`src/rtl/clk_lane_pkg.sv`:
```
package clk_lane_pkg;

    localparam int TIM_W = 8;

    typedef enum logic [3:0] {
        ST_STOP,
        ST_LPX,
        ST_PREP,
        ST_HS_ZERO,
        ST_HS_PRE,
        ST_HS_RUN,
        ST_POST,
        ST_TRAIL,
        ST_ULPS_ENT,
        ST_ULPS,
        ST_ULPS_EXIT
    } lane_state_e;

    // Field order matches the bit positions of the timing word.
    typedef struct packed {
        logic [TIM_W-1:0] prep;
        logic [TIM_W-1:0] zero;
        logic [TIM_W-1:0] post;
        logic [TIM_W-1:0] trail;
    } lane_tim_t;

    typedef struct packed {
        logic lp_en;
        logic hs_en;
        logic dp;
        logic dn;
        logic clk_run;
        logic ack;
    } lane_drive_t;

    // Reload value for an interval: a zero count still lasts one cycle.
    function automatic logic [TIM_W-1:0] span_m1(input logic [TIM_W-1:0] n);
        return (n == '0) ? '0 : n - 1'b1;
    endfunction

    function automatic lane_drive_t drive_of(input lane_state_e s);
        lane_drive_t d;
        d = '0;
        unique case (s)
            ST_STOP:      begin d.lp_en = 1'b1; d.dp = 1'b1; d.dn = 1'b1; end
            ST_LPX:       begin d.lp_en = 1'b1; d.dn = 1'b1; end
            ST_PREP:      d.lp_en = 1'b1;
            ST_HS_ZERO:   d.hs_en = 1'b1;
            ST_HS_PRE:    begin d.hs_en = 1'b1; d.clk_run = 1'b1; end
            ST_HS_RUN:    begin d.hs_en = 1'b1; d.clk_run = 1'b1; d.ack = 1'b1; end
            ST_POST:      begin d.hs_en = 1'b1; d.clk_run = 1'b1; end
            ST_TRAIL:     d.hs_en = 1'b1;
            ST_ULPS_ENT:  begin d.lp_en = 1'b1; d.dp = 1'b1; end
            ST_ULPS:      d.lp_en = 1'b1;
            ST_ULPS_EXIT: begin d.lp_en = 1'b1; d.dp = 1'b1; end
            default:      d = '0;
        endcase
        return d;
    endfunction

endpackage

```
`src/rtl/clk_lane_timer.sv`:
```
module clk_lane_timer #(
    parameter int W = 8
) (
    input  logic         clk,
    input  logic         rst,
    input  logic         load,
    input  logic [W-1:0] load_val,
    output logic         done
);
    logic [W-1:0] cnt;

    always_ff @(posedge clk) begin
        if (rst)
            cnt <= '0;
        else if (load)
            cnt <= load_val;
        else if (cnt != '0)
            cnt <= cnt - 1'b1;
    end

    assign done = (cnt == '0);


    cnt_step_chk: assert property (@(posedge clk) disable iff (rst)
        (!load && cnt != '0) |=> (cnt == $past(cnt) - 1'b1));

endmodule

```
`src/rtl/clk_lane_fsm.sv`:
```
module clk_lane_fsm
    import clk_lane_pkg::*;
#(
    parameter int W = TIM_W
) (
    input  logic         clk,
    input  logic         rst,
    input  logic         hs_req,
    input  logic         ulps_req,
    input  lane_tim_t    tim,
    input  logic [W-1:0] lpx_cyc,
    input  logic [W-1:0] pre_cyc,
    output lane_state_e  state,
    output lane_drive_t  drv
);
    lane_state_e  nxt;
    logic         ld;
    logic [W-1:0] ld_val;
    logic         t_done;

    clk_lane_timer #(.W(W)) u_timer (
        .clk      (clk),
        .rst      (rst),
        .load     (ld),
        .load_val (ld_val),
        .done     (t_done)
    );

    always_comb begin
        nxt    = state;
        ld     = 1'b0;
        ld_val = '0;
        unique case (state)
            ST_STOP: begin
                if (hs_req) begin
                    nxt = ST_LPX; ld = 1'b1; ld_val = span_m1(lpx_cyc);
                end else if (ulps_req) begin
                    nxt = ST_ULPS_ENT; ld = 1'b1; ld_val = span_m1(lpx_cyc);
                end
            end
            ST_LPX: if (t_done) begin
                nxt = ST_PREP; ld = 1'b1; ld_val = span_m1(tim.prep);
            end
            ST_PREP: if (t_done) begin
                nxt = ST_HS_ZERO; ld = 1'b1; ld_val = span_m1(tim.zero);
            end
            ST_HS_ZERO: if (t_done) begin
                nxt = ST_HS_PRE; ld = 1'b1; ld_val = span_m1(pre_cyc);
            end
            ST_HS_PRE: if (t_done) begin
                if (hs_req) begin
                    nxt = ST_HS_RUN;
                end else begin
                    nxt = ST_POST; ld = 1'b1; ld_val = span_m1(tim.post);
                end
            end
            ST_HS_RUN: if (!hs_req) begin
                nxt = ST_POST; ld = 1'b1; ld_val = span_m1(tim.post);
            end
            ST_POST: if (t_done) begin
                nxt = ST_TRAIL; ld = 1'b1; ld_val = span_m1(tim.trail);
            end
            ST_TRAIL:    if (t_done) nxt = ST_STOP;
            ST_ULPS_ENT: if (t_done) nxt = ST_ULPS;
            ST_ULPS: if (!ulps_req) begin
                nxt = ST_ULPS_EXIT; ld = 1'b1; ld_val = span_m1(lpx_cyc);
            end
            ST_ULPS_EXIT: if (t_done) nxt = ST_STOP;
            default: nxt = ST_STOP;
        endcase
    end

    always_ff @(posedge clk) begin
        if (rst) state <= ST_STOP;
        else     state <= nxt;
    end

    assign drv = drive_of(state);


    prep_after_lpx_chk: assert property (@(posedge clk) disable iff (rst)
        (state == ST_PREP && $past(state) != ST_PREP) |-> ($past(state) == ST_LPX));


    ack_needs_req_chk: assert property (@(posedge clk) disable iff (rst)
        (state == ST_HS_RUN) |-> $past(hs_req));


    trail_after_post_chk: assert property (@(posedge clk) disable iff (rst)
        (state == ST_TRAIL && $past(state) != ST_TRAIL) |-> ($past(state) == ST_POST));


    ulps_after_entry_chk: assert property (@(posedge clk) disable iff (rst)
        (state == ST_ULPS && $past(state) != ST_ULPS) |-> ($past(state) == ST_ULPS_ENT));

endmodule

```
`src/rtl/clk_lane_ovr.sv`:
```
module clk_lane_ovr (
    input  logic sel,
    input  logic val,
    input  logic fsm_en,
    output logic en
);
    assign en = sel ? val : fsm_en;
endmodule

```
`src/rtl/clk_lane_seq.sv`:
```
module clk_lane_seq
    import clk_lane_pkg::*;
#(
    parameter int W = TIM_W
) (
    input  logic           clk,
    input  logic           rst,
    input  logic           hs_req,
    input  logic           ulps_req,
    input  logic           ana_ready,
    input  logic [4*W-1:0] lane_tim,
    input  logic [W-1:0]   lpx_cyc,
    input  logic [W-1:0]   pre_cyc,
    input  logic           hs_ovr_sel,
    input  logic           hs_ovr_val,
    input  logic           lp_ovr_sel,
    input  logic           lp_ovr_val,
    output logic           tx_hs_en,
    output logic           tx_lp_en,
    output logic           lp_dp,
    output logic           lp_dn,
    output logic           hs_clk_run,
    output logic           hs_ack,
    output logic [3:0]     lane_status
);
    localparam int N_OVR = 2;

    lane_state_e state;
    lane_drive_t drv;
    logic        rdy_q;
    logic [N_OVR-1:0] o_sel, o_val, o_fsm, o_en;

    clk_lane_fsm #(.W(W)) u_fsm (
        .clk      (clk),
        .rst      (rst),
        .hs_req   (hs_req),
        .ulps_req (ulps_req),
        .tim      (lane_tim_t'(lane_tim)),
        .lpx_cyc  (lpx_cyc),
        .pre_cyc  (pre_cyc),
        .state    (state),
        .drv      (drv)
    );

    // Index 0: HS enable, index 1: LP enable.
    assign o_sel = {lp_ovr_sel, hs_ovr_sel};
    assign o_val = {lp_ovr_val, hs_ovr_val};
    assign o_fsm = {drv.lp_en, drv.hs_en};

    for (genvar i = 0; i < N_OVR; i++) begin : g_ovr
        clk_lane_ovr u_ovr (
            .sel    (o_sel[i]),
            .val    (o_val[i]),
            .fsm_en (o_fsm[i]),
            .en     (o_en[i])
        );
    end

    always_ff @(posedge clk) begin
        if (rst) rdy_q <= 1'b0;
        else     rdy_q <= ana_ready;
    end

    assign tx_hs_en    = o_en[0];
    assign tx_lp_en    = o_en[1];
    assign lp_dp       = drv.dp;
    assign lp_dn       = drv.dn;
    assign hs_clk_run  = drv.clk_run;
    assign hs_ack      = drv.ack;
    assign lane_status = {rdy_q, state == ST_STOP, state == ST_ULPS, drv.clk_run};


    ack_with_clock_chk: assert property (@(posedge clk) disable iff (rst)
        hs_ack |-> hs_clk_run);


    ready_delay_chk: assert property (@(posedge clk) disable iff (rst)
        $past(!rst) |-> (lane_status[3] == $past(ana_ready)));

endmodule

```
`config.mk`:
```
export PLATFORM = sky130hd
export DESIGN_NAME = clk_lane_seq
export DESIGN_NICKNAME = d
export VERILOG_FILES = /design/src/rtl/clk_lane_pkg.sv /design/src/rtl/clk_lane_timer.sv /design/src/rtl/clk_lane_fsm.sv /design/src/rtl/clk_lane_ovr.sv /design/src/rtl/clk_lane_seq.sv
export SDC_FILE = /design/constraint.sdc
export NUM_CORES = 1
export LEC_CHECK = 0
export CAP_MARGIN = 10
export CORE_ASPECT_RATIO = 1.25
export CORE_MARGIN = 2
export CORE_UTILIZATION = 34
export DETAILED_ROUTE_END_ITERATION = 10
export GPL_TIMING_DRIVEN = 1
export MAX_ROUTING_LAYER = met4
export SETUP_SLACK_MARGIN = 0.1
export SLEW_MARGIN = 20
export SYNTH_ARGS = -nofsm -noshare
export SYNTH_HDL_FRONTEND = slang
export SYNTH_HIERARCHICAL = 1
export SYNTH_SLANG_ARGS = --single-unit
export TNS_END_PERCENT = 50
```
`constraint.sdc`:
```
create_clock -name clk -period 4.1 [get_ports clk]
set_input_delay 0.82 -clock clk [delete_from_list [all_inputs] [get_ports clk]]
set_output_delay 0.82 -clock clk [all_outputs]
set_load 0.02 [all_outputs]
```
==> results.py, run 1 <==
metrics = {
    "clock_tree": {
        "post_cts_buffers": 0,
        "insertion_delay_ps": 240,
        "path_clk_slew_ps": 60,
        "cts_tree": "built",
        "cts_made_buffers": 3,
        "ctsRootBufferMaster": "clkbuf_8",
        "cts.path.max_buffers": 2,
        "cts_sinks": 13,
        "postCtsHoldBufs": 0,
        "ctsHtreeMaxLevel": 1,
        "post_cts_resize_count": 0,
    },
    "timing": {
        "skew_ps": 7.16,
        "worstMarginPinSlew_ps": 825,
        "period_needed_ps": 3100,
        "tns_ps": 0,
        "fmax_ghz": 0.322,
        "period_share": 0.757,
        "rsz0062_at_grt": "no",
        "maxSlewHeadroom": 0.450,
        "setup_violations": 0,
        "report.final.slew_viol_count": 0,
        "hold_viol": 0,
    },
    "global_routing": {
        "antenna_found_initial": 0,
        "grt.total_usage": 0.198,
        "grt_max_degree": 23,
        "grt_pass1_vias": 2329,
        "gr-total-overflow": 0,
        "grt_pass1_wl_mm": 11.0,
    },
    "detailed_routing": {
        "antenna_left": 0,
        "routed_wl_mm": 6.66,
        "drc": 0,
        "wl_per_cell_um": 15.2,
        "via_count": 2420,
        "top_layer": "met4",
        "dr.pass1.iters": 4,
        "met1Wirelength_mm": 2.93,
        "route.met2.wl_mm": 3.43,
        "dr_wl_met3_um": 222,
        "viasPerCell": 5.54,
        "dr.first_iter.drc_count": 144,
    },
    "layout": {
        "final_layout_size_suffix_gt1_frac": 0.0568,
        "areaGrowthSynthToFinish_pct": 34.8,
        "fin_area_um2": 2950,
        "nNetsFinal": 423,
        "diodes": 0,
        "multi_input_area_um2": 1780,
        "ff_latch_area_um2": 260,
        "fillerInstances": 646,
    },
    "logic_synthesis": {
        "postSynthAreaPerCell_um2": 7.48,
        "synthCells": 293,
        "ys_ff_latch": 13,
        "synthFlopType": "dfxtp_1",
        "synth_area_leader_cell": "dfxtp_1",
        "synth_edf_count": 0,
        "synth_cell_types": 62,
        "yosysSeqAreaShare": 0.119,
        "synth_nets": 363,
        "ys.warnings.count": 6,
        "yosys.area.top_type_share": 0.119,
        "syn_area_um2": 2190,
        "yosys-top-cells-area": "dfxtp_1, xnor2_1, ha_1",
        "ys_async_sr_fraction": 0,
    },
    "placed_design": {
        "io_buffers": 66,
        "placed_area_um2": 2910,
        "place.detailed.hpwl_mm": 5.40,
        "gp_congestion": 0.922,
    },
    "die": {
        "core_area_um2": 6210,
        "initial_core_util": 0.353,
        "dieArea_um2": 7110,
        "dieHeight_um": 93.8,
        "io_pins": 67,
        "num_rows": 32,
        "chipWidth_um": 75.8,
    },
    "worst_setup_path": {
        "critPathRequiredTime_ps": 3280,
        "crit_arrival_ps": 2280,
        "cp-start-kind": "register",
        "cp_max_fo": 22,
        "crit_path_end_kind": "output port",
        "crit_type": "reg2out",
    },
    "flow_run": {
        "maxCapViolations": 0,
    },
    "pwr": {
        "powerDensity_nw_per_um2": 419,
        "p_leak_nw": 1.04,
        "ir_worst_vdd_v": 0.000175,
    },
    "outcome": {
        "status": "finished, final reports clean",
    },
    "hold_path": {
        "hp-class": "reg2reg",
    },
}
==> synthesized netlist by cell type, types with 3 or more instances <==
| library cell | number |
|---|---|
| o31ai_1 | 3 |
| a211o_1 | 3 |
| mux2i_1 | 4 |
| nor2b_1 | 7 |
| o21ai_0 | 4 |
| xor2_1 | 9 |
| or3_1 | 6 |
| nor3b_1 | 8 |
| nand2b_1 | 4 |
| ha_1 | 13 |
| xnor2_1 | 21 |
| o221ai_1 | 6 |
| o211ai_1 | 4 |
| nor4_1 | 6 |
| o32ai_1 | 4 |
| nor3_1 | 15 |
| a21oi_1 | 13 |
| a21boi_0 | 3 |
| nor2_1 | 15 |
| dfxtp_1 | 13 |
| clkbuf_1 | 7 |
| nand3_1 | 7 |
| or4_1 | 6 |
| inv_1 | 22 |
| a21o_1 | 3 |
| o21ai_1 | 8 |
| nand2_1 | 19 |
| o22ai_1 | 15 |
==> cell families after synthesis <==
family                     Yosys count  share of synthesized area
xor gates and xnor gates            30                      0.120
muxes                                6                     0.0320
buffers and inverters               36                     0.0691
adders and majority gates           13                     0.0742
DFF                                 13                      0.119
AOI/OAI and AO/OA                   87                      0.289
and+or+nand+nor                    108                      0.297
==> registers in the layout, indices dropped and copies added (netlist names) <==
| register | flops |
|---|---|
| u_fsm/state | 4 |
| rdy_q | 1 |
| u_fsm/u_timer/cnt | 8 |
==> critical path: stages (launching register included) <==
cell             delay [ps]
dfxtp_1                 800
nor2b_1                 300
a21boi_0                290
clkdlybuf4s50_1         660
==> cell type report <==
type                       count  area share
inverter                      23      0.0292
tap                           85      0.0360
timing repair buffer          68       0.229
multi-input combinational    244       0.603
sequential                    13      0.0881
clock buffer                   4      0.0152
==> stage by stage <==
stage	util	power, mW	hold slack [ps]	std cells	setup slack (ps)
2_1_floorplan	-	0.850	576	293	1570
3_3_place_gp	0.469	1.11	622	433	898
3_5_place_dp	0.469	1.12	628	433	823
4_1_cts	0.476	1.24	641	437	987
5_1_grt	0.476	1.35	679	437	845
6_report	0.476	1.24	636	437	995
==> worst paths after layout <==
check	startpoint	end	slack, ps	cells after the start
worst max register to register	u_fsm/u_timer/cnt[0]	u_fsm/u_timer/cnt[5]	1260	8
worst min-delay path	u_fsm/u_timer/cnt[4]	u_fsm/u_timer/cnt[4]	640	2
worst min register to register	u_fsm/u_timer/cnt[4]	u_fsm/u_timer/cnt[4]	640	2
worst max-delay path	u_fsm/state[2]	hs_clk_run	1000	3
==> cell usage in the layout (no fill, tap or decap), types with 6 or more instances in the layout <==
cell / count
a21oi_1: 13
clkdlybuf4s50_1: 66
dfxtp_1: 13
ha_1: 13
inv_1: 22
nand2_1: 19
nand3_1: 7
nor2_1: 15
nor2b_1: 7
nor3_1: 15
nor3b_1: 8
nor4_1: 6
o21ai_1: 8
o221ai_1: 6
o22ai_1: 15
or3_1: 6
or4_1: 6
xnor2_1: 21
xor2_1: 9
==> power breakdown <==
group	internal, mW	total (mW)	switching (mW)
Clock	0.0686	0.116	0.0476
Combinational	0.402	0.862	0.460
Sequential	0.169	0.261	0.0923
==> layer usage <==
layer | global-route usage | up-vias
li1 | - | 1231
met1 | 0.260 | 1116
met2 | 0.327 | 65
met3 | 0.0129 | 8
met4 | 0.0468 | 0
met5 | - | -
Power figures use the tool's default switching activity.
==> run 2: changes to the inputs <==
Clock period 4.1 ns to 2.97 ns, I/O delays scaled along.
==> run 2 against run 1 <==
Effect of this change: power increased by 46%; wire length decreased by 1.0%; sequential cell count unchanged; global-route usage increased by 0.057 points; clock power increased by 39%; clock skew decreased by 6.3 ps; register-to-register slack got worse by 740 ps; critical path type is now in2reg; critical endpoint is now u_fsm/u_timer/cnt[3]; largest power group unchanged; highest routed layer unchanged.
==> results.py, run 2 (synthesis gave the netlist of run 1 again) <==
metrics = {
    "timing": {
        "maxSlewHeadroom": 0.611,
        "worstMarginPinSlew_ps": 583,
        "setup_violations": 0,
        "period_needed_ps": 2690,
        "holdWs_ps": 635,
        "period_share": 0.904,
        "rsz0062_at_grt": "no",
        "skew_ps": 0.832,
        "tns_ps": 0,
        "fmax_ghz": 0.372,
        "hold_viol": 0,
        "report.final.slew_viol_count": 0,
    },
    "global_routing": {
        "antenna_found_initial": 0,
        "gr-total-overflow": 0,
        "grt_max_degree": 22,
        "grt.total_usage": 0.199,
        "grt_pass1_vias": 2436,
        "grt_pass1_wl_mm": 10.9,
    },
    "placed_design": {
        "place.detailed.hpwl_mm": 5.48,
        "io_buffers": 66,
        "placed_area_um2": 3040,
        "gp_congestion": 0.927,
        "place_inst": 451,
    },
    "detailed_routing": {
        "via_count": 2484,
        "wl_per_cell_um": 14.5,
        "viasPerCell": 5.46,
        "drc": 0,
        "antenna_left": 0,
        "routed_wl_mm": 6.60,
        "dr.first_iter.drc_count": 129,
        "dr.pass1.iters": 4,
    },
    "layout": {
        "nNetsFinal": 441,
        "areaGrowthSynthToFinish_pct": 41.2,
        "final_common_cell": "clkdlybuf4s50_1",
        "reg_top3": "u_fsm/u_timer/cnt (8), u_fsm/state (4), rdy_q (1)",
        "fin_cells": 455,
        "final_util": 0.499,
        "diodes": 0,
        "largest_register_ffs": 8,
        "layout_common_cells": "clkdlybuf4s50_1, inv_1, xnor2_1, buf_4, nand2_1",
        "fin_area_um2": 3090,
        "final_layout_size_suffix_gt1_frac": 0.105,
        "largest_register": "u_fsm/u_timer/cnt",
    },
    "pwr": {
        "ir_worst_vdd_v": 0.000292,
        "power.switching_mw": 0.844,
        "clkPwrFrac": 0.089,
        "internal_power_mw": 0.968,
        "p_leak_nw": 1.13,
        "powerDensity_nw_per_um2": 586,
        "seqPwrFrac": 0.187,
        "swShare": 0.466,
        "combinationalPowerShare": 0.724,
    },
    "worst_setup_path": {
        "reg2reg_depth": 7,
        "critPathRequiredTime_ps": 3100,
        "reg2reg_setup_slack_ps": 520,
        "crit_type": "in2reg",
        "r2r_start": "u_fsm/u_timer/cnt[0]",
        "reg2reg_to": "u_fsm/u_timer/cnt[4]",
        "crit_path_end_kind": "register",
        "cp_max_fo": 6,
        "cp-start-kind": "primary input",
        "crit_arrival_ps": 2820,
    },
    "hold_path": {
        "worstHoldStart": "u_fsm/u_timer/cnt[4]",
        "min_path_cells": 2,
        "min_to": "u_fsm/u_timer/cnt[4]",
        "hp-class": "reg2reg",
    },
    "clock_tree": {
        "cts_made_buffers": 3,
        "ctsRootBufferMaster": "clkbuf_8",
        "post_cts_buffers": 0,
        "cts_tree": "built",
        "cts.path.max_buffers": 2,
        "insertion_delay_ps": 240,
        "cts_sinks": 13,
        "path_clk_slew_ps": 60,
        "postCtsHoldBufs": 0,
        "ctsHtreeMaxLevel": 1,
        "post_cts_resize_count": 0,
    },
    "die": {
        "dieHeight_um": 93.8,
        "chipWidth_um": 75.8,
        "io_pins": 67,
        "initial_core_util": 0.353,
        "dieArea_um2": 7110,
        "core_area_um2": 6210,
        "num_rows": 32,
    },
    "flow_run": {
        "maxCapViolations": 0,
    },
    "outcome": {
        "status": "finished, final reports clean",
    },
}
## run 2: cell type report
class	instances	area, um^2
well taps	85	106
inverters	23	86.3
repair buffers	86	811
flip-flops and latches	13	260
multi-input cells	244	1790
fillers	615	3110
clock buffers	4	45.0
## run 2: layer usage
metal,up-vias,GRT usage,share of wire
met2,57,0.342,0.51
met4,0,0.0687,0.023
li1,1274,-,-
met1,1141,0.237,0.43
met5,-,-,0
met3,12,0.0161,0.038
## run 2: critical path, cell delays in order
cell and delay, ps:
clkdlybuf4s50_1 430, inv_1 90, ha_1 170, or3b_1 390
o211ai_2 260, o22ai_1 120, o31ai_1 390, o221ai_1 190
nand2_1 100, o32ai_1 70
## run 2: worst max path at each step
stage,from,depth (start not counted),endpoint
3_5_place_dp,lane_tim[24],10,u_fsm/u_timer/cnt[3]
4_1_cts,lane_tim[24],10,u_fsm/u_timer/cnt[3]
6_report,lane_tim[24],10,u_fsm/u_timer/cnt[3]
3_3_place_gp,lane_tim[16],9,u_fsm/u_timer/cnt[6]
5_1_grt,lane_tim[24],10,u_fsm/u_timer/cnt[3]
2_1_floorplan,u_fsm/u_timer/cnt[3],10,u_fsm/u_timer/cnt[0]
## run 2: power groups by stage
stage / logic [mW] / registers, mW / clock network (mW)
floorplan: 0.885 / 0.288 / 0
detailed placement: 1.30 / 0.340 / 0
finish: 1.31 / 0.338 / 0.161
global route: 1.45 / 0.352 / 0.177
global placement: 1.29 / 0.340 / 0
CTS: 1.31 / 0.338 / 0.164
## run 2: metrics by stage
stage / setup WS, ps / total power [mW]
2_1_floorplan: 642 / 1.17
3_3_place_gp: 110 / 1.63
3_5_place_dp: 43.8 / 1.64
4_1_cts: 305 / 1.81
5_1_grt: 144 / 1.98
6_report: 285 / 1.81
==> run 3: changes to the inputs <==
Settings changed: MAX_ROUTING_LAYER met4 to unset, SETUP_SLACK_MARGIN 0.1 to 0.5.
Clock period 2.97 ns to 2.9 ns, I/O delays scaled along.
==> run 3 against run 2 <==
Effect of this change: setup slack improved by 140 ps; power is 14% higher; clock power up 4%; count of clock-buffer cells in the layout stayed put; clock skew hardly changed; die area stayed put; sequential share of layout area is 0.53 points lower; critical path type is now in2out; largest power group unchanged.
==> results.py, run 3 (synthesis gave the netlist of run 1 again) <==
metrics = {
    "outcome": {
        "status": "finished, final reports clean",
    },
    "placed_design": {
        "io_buffers": 66,
        "place_ws_ps": 61.4,
        "placed_area_um2": 3070,
        "gp_congestion": 0.879,
        "place.detailed.hpwl_mm": 5.58,
    },
    "die": {
        "initial_core_util": 0.353,
        "io_pins": 67,
        "num_rows": 32,
        "chipWidth_um": 75.8,
        "core_area_um2": 6210,
        "dieArea_um2": 7110,
        "dieHeight_um": 93.8,
    },
    "global_routing": {
        "gr-total-overflow": 0,
        "grt_pass1_wl_mm": 11.2,
        "antenna_found_initial": 0,
        "grt_pass1_vias": 2527,
        "grt.total_usage": 0.197,
        "grt_max_degree": 19,
    },
    "detailed_routing": {
        "drc": 0,
        "dr.first_iter.drc_count": 96,
        "routed_wl_mm": 7.05,
        "dr.pass1.iters": 4,
        "via_count": 2572,
        "viasPerCell": 5.50,
        "antenna_left": 0,
        "wl_per_cell_um": 15.1,
    },
    "timing": {
        "period_share": 0.853,
        "layout_setup_ws_ps": 426,
        "maxSlewHeadroom": 0.719,
        "worstMarginPinSlew_ps": 421,
        "setup_violations": 0,
        "fmax_ghz": 0.404,
        "hold_viol": 0,
        "period_needed_ps": 2470,
        "rsz0062_at_grt": "yes",
        "report.final.slew_viol_count": 0,
        "skew_ps": 1.04,
        "tns_ps": 0,
    },
    "pwr": {
        "ir_worst_vdd_v": 0.000265,
        "powerDensity_nw_per_um2": 606,
        "p_leak_nw": 1.36,
    },
    "clock_tree": {
        "insertion_delay_ps": 250,
        "ctsRootBufferMaster": "clkbuf_8",
        "ctsHtreeMaxLevel": 1,
        "path_clk_slew_ps": 60,
        "cts.path.max_buffers": 2,
        "cts_tree": "built",
        "cts_made_buffers": 3,
        "cts_sinks": 13,
    },
    "layout": {
        "nNetsFinal": 454,
        "final_layout_size_suffix_gt1_frac": 0.243,
        "areaGrowthSynthToFinish_pct": 54.9,
        "final_common_cell": "clkdlybuf4s50_1",
        "fin_area_um2": 3400,
        "largest_register": "u_fsm/u_timer/cnt",
        "final_util": 0.547,
        "diodes": 0,
        "reg_top3": "u_fsm/u_timer/cnt (8), u_fsm/state (4), rdy_q (1)",
        "layout_common_cells": "clkdlybuf4s50_1, buf_4, xnor2_1, inv_1, nand2_1",
        "largest_register_ffs": 8,
    },
    "flow_run": {
        "maxCapViolations": 0,
    },
    "worst_setup_path": {
        "cp_max_fo": 1,
        "crit_type": "in2out",
        "crit_path_end_kind": "output port",
        "cp-start-kind": "primary input",
        "crit_arrival_ps": 1890,
        "critPathRequiredTime_ps": 2320,
    },
    "hold_path": {
        "hp-class": "reg2reg",
    },
}
==> run 3: cell types whose count changed in the layout (fill, tap and decap cells not counted), moves of 6 or more <==
cell	change
buf_4	+9
clkdlybuf4s50_1	-23
dfxtp_1	-6
dfxtp_2	+6
dlygate4sd2_1	+8
dlymetal6s2s_1	+13
==> run 3: critical path, stage by stage <==
cell,delay [ps]
clkdlybuf4s50_1,480
mux2_4,290
clkdlybuf4s50_1,540
==> run 3: final timing paths <==
| path | start | slack [ps] | depth (start not counted) | to |
|---|---|---|---|---|
| min reg2reg | u_fsm/u_timer/cnt[0] | 590 | 2 | u_fsm/u_timer/cnt[0] |
| min | u_fsm/u_timer/cnt[0] | 590 | 2 | u_fsm/u_timer/cnt[0] |
| max reg2reg | u_fsm/u_timer/cnt[0] | 560 | 10 | u_fsm/u_timer/cnt[4] |
| max | lp_ovr_sel | 430 | 3 | tx_lp_en |
==> run 3: timing repair <==
action	in CTS	in global routing
resized for setup	34	41
endpoints found under the setup margin	14	14
gates cloned	0	1
pin swaps	15	15
hold buffers	0	0
setup buffers	1	7
==> run 3: layout make-up <==
type | count | area [um^2]
Timing Repair Buffer | 99 | 935
Fill cell | 583 | 2810
Clock buffer | 4 | 45.0
Multi-Input combinational cell | 244 | 1960
Tap cell | 85 | 106
Inverter | 23 | 86.3
Sequential cell | 13 | 268
==> run 3: metrics by stage <==
step                      instances  power (mW)  hold WS, ps
after floorplan                 293        1.20          576
after global placement          455        1.64          589
after detailed placement        455        1.65          599
after CTS                       460        1.88          585
after global routing            468        2.19          615
final                           468        2.06          588
==> run 3: power breakdown <==
group          leakage (nW)  total (mW)  internal, mW  switching [mW]
Sequential            0.109       0.359         0.246           0.113
Combinational          1.23        1.53         0.761           0.770
Clock                0.0228       0.168        0.0973          0.0703
==> run 3: metal layers <==
layer / track usage / part of all wire / vias to the layer above
met4: 0.0468 / 0.015 / 0
li1: - / - / 1293
met5: 0 / 0 / -
met3: 0.0150 / 0.031 / 11
met2: 0.367 / 0.54 / 54
met1: 0.235 / 0.42 / 1214
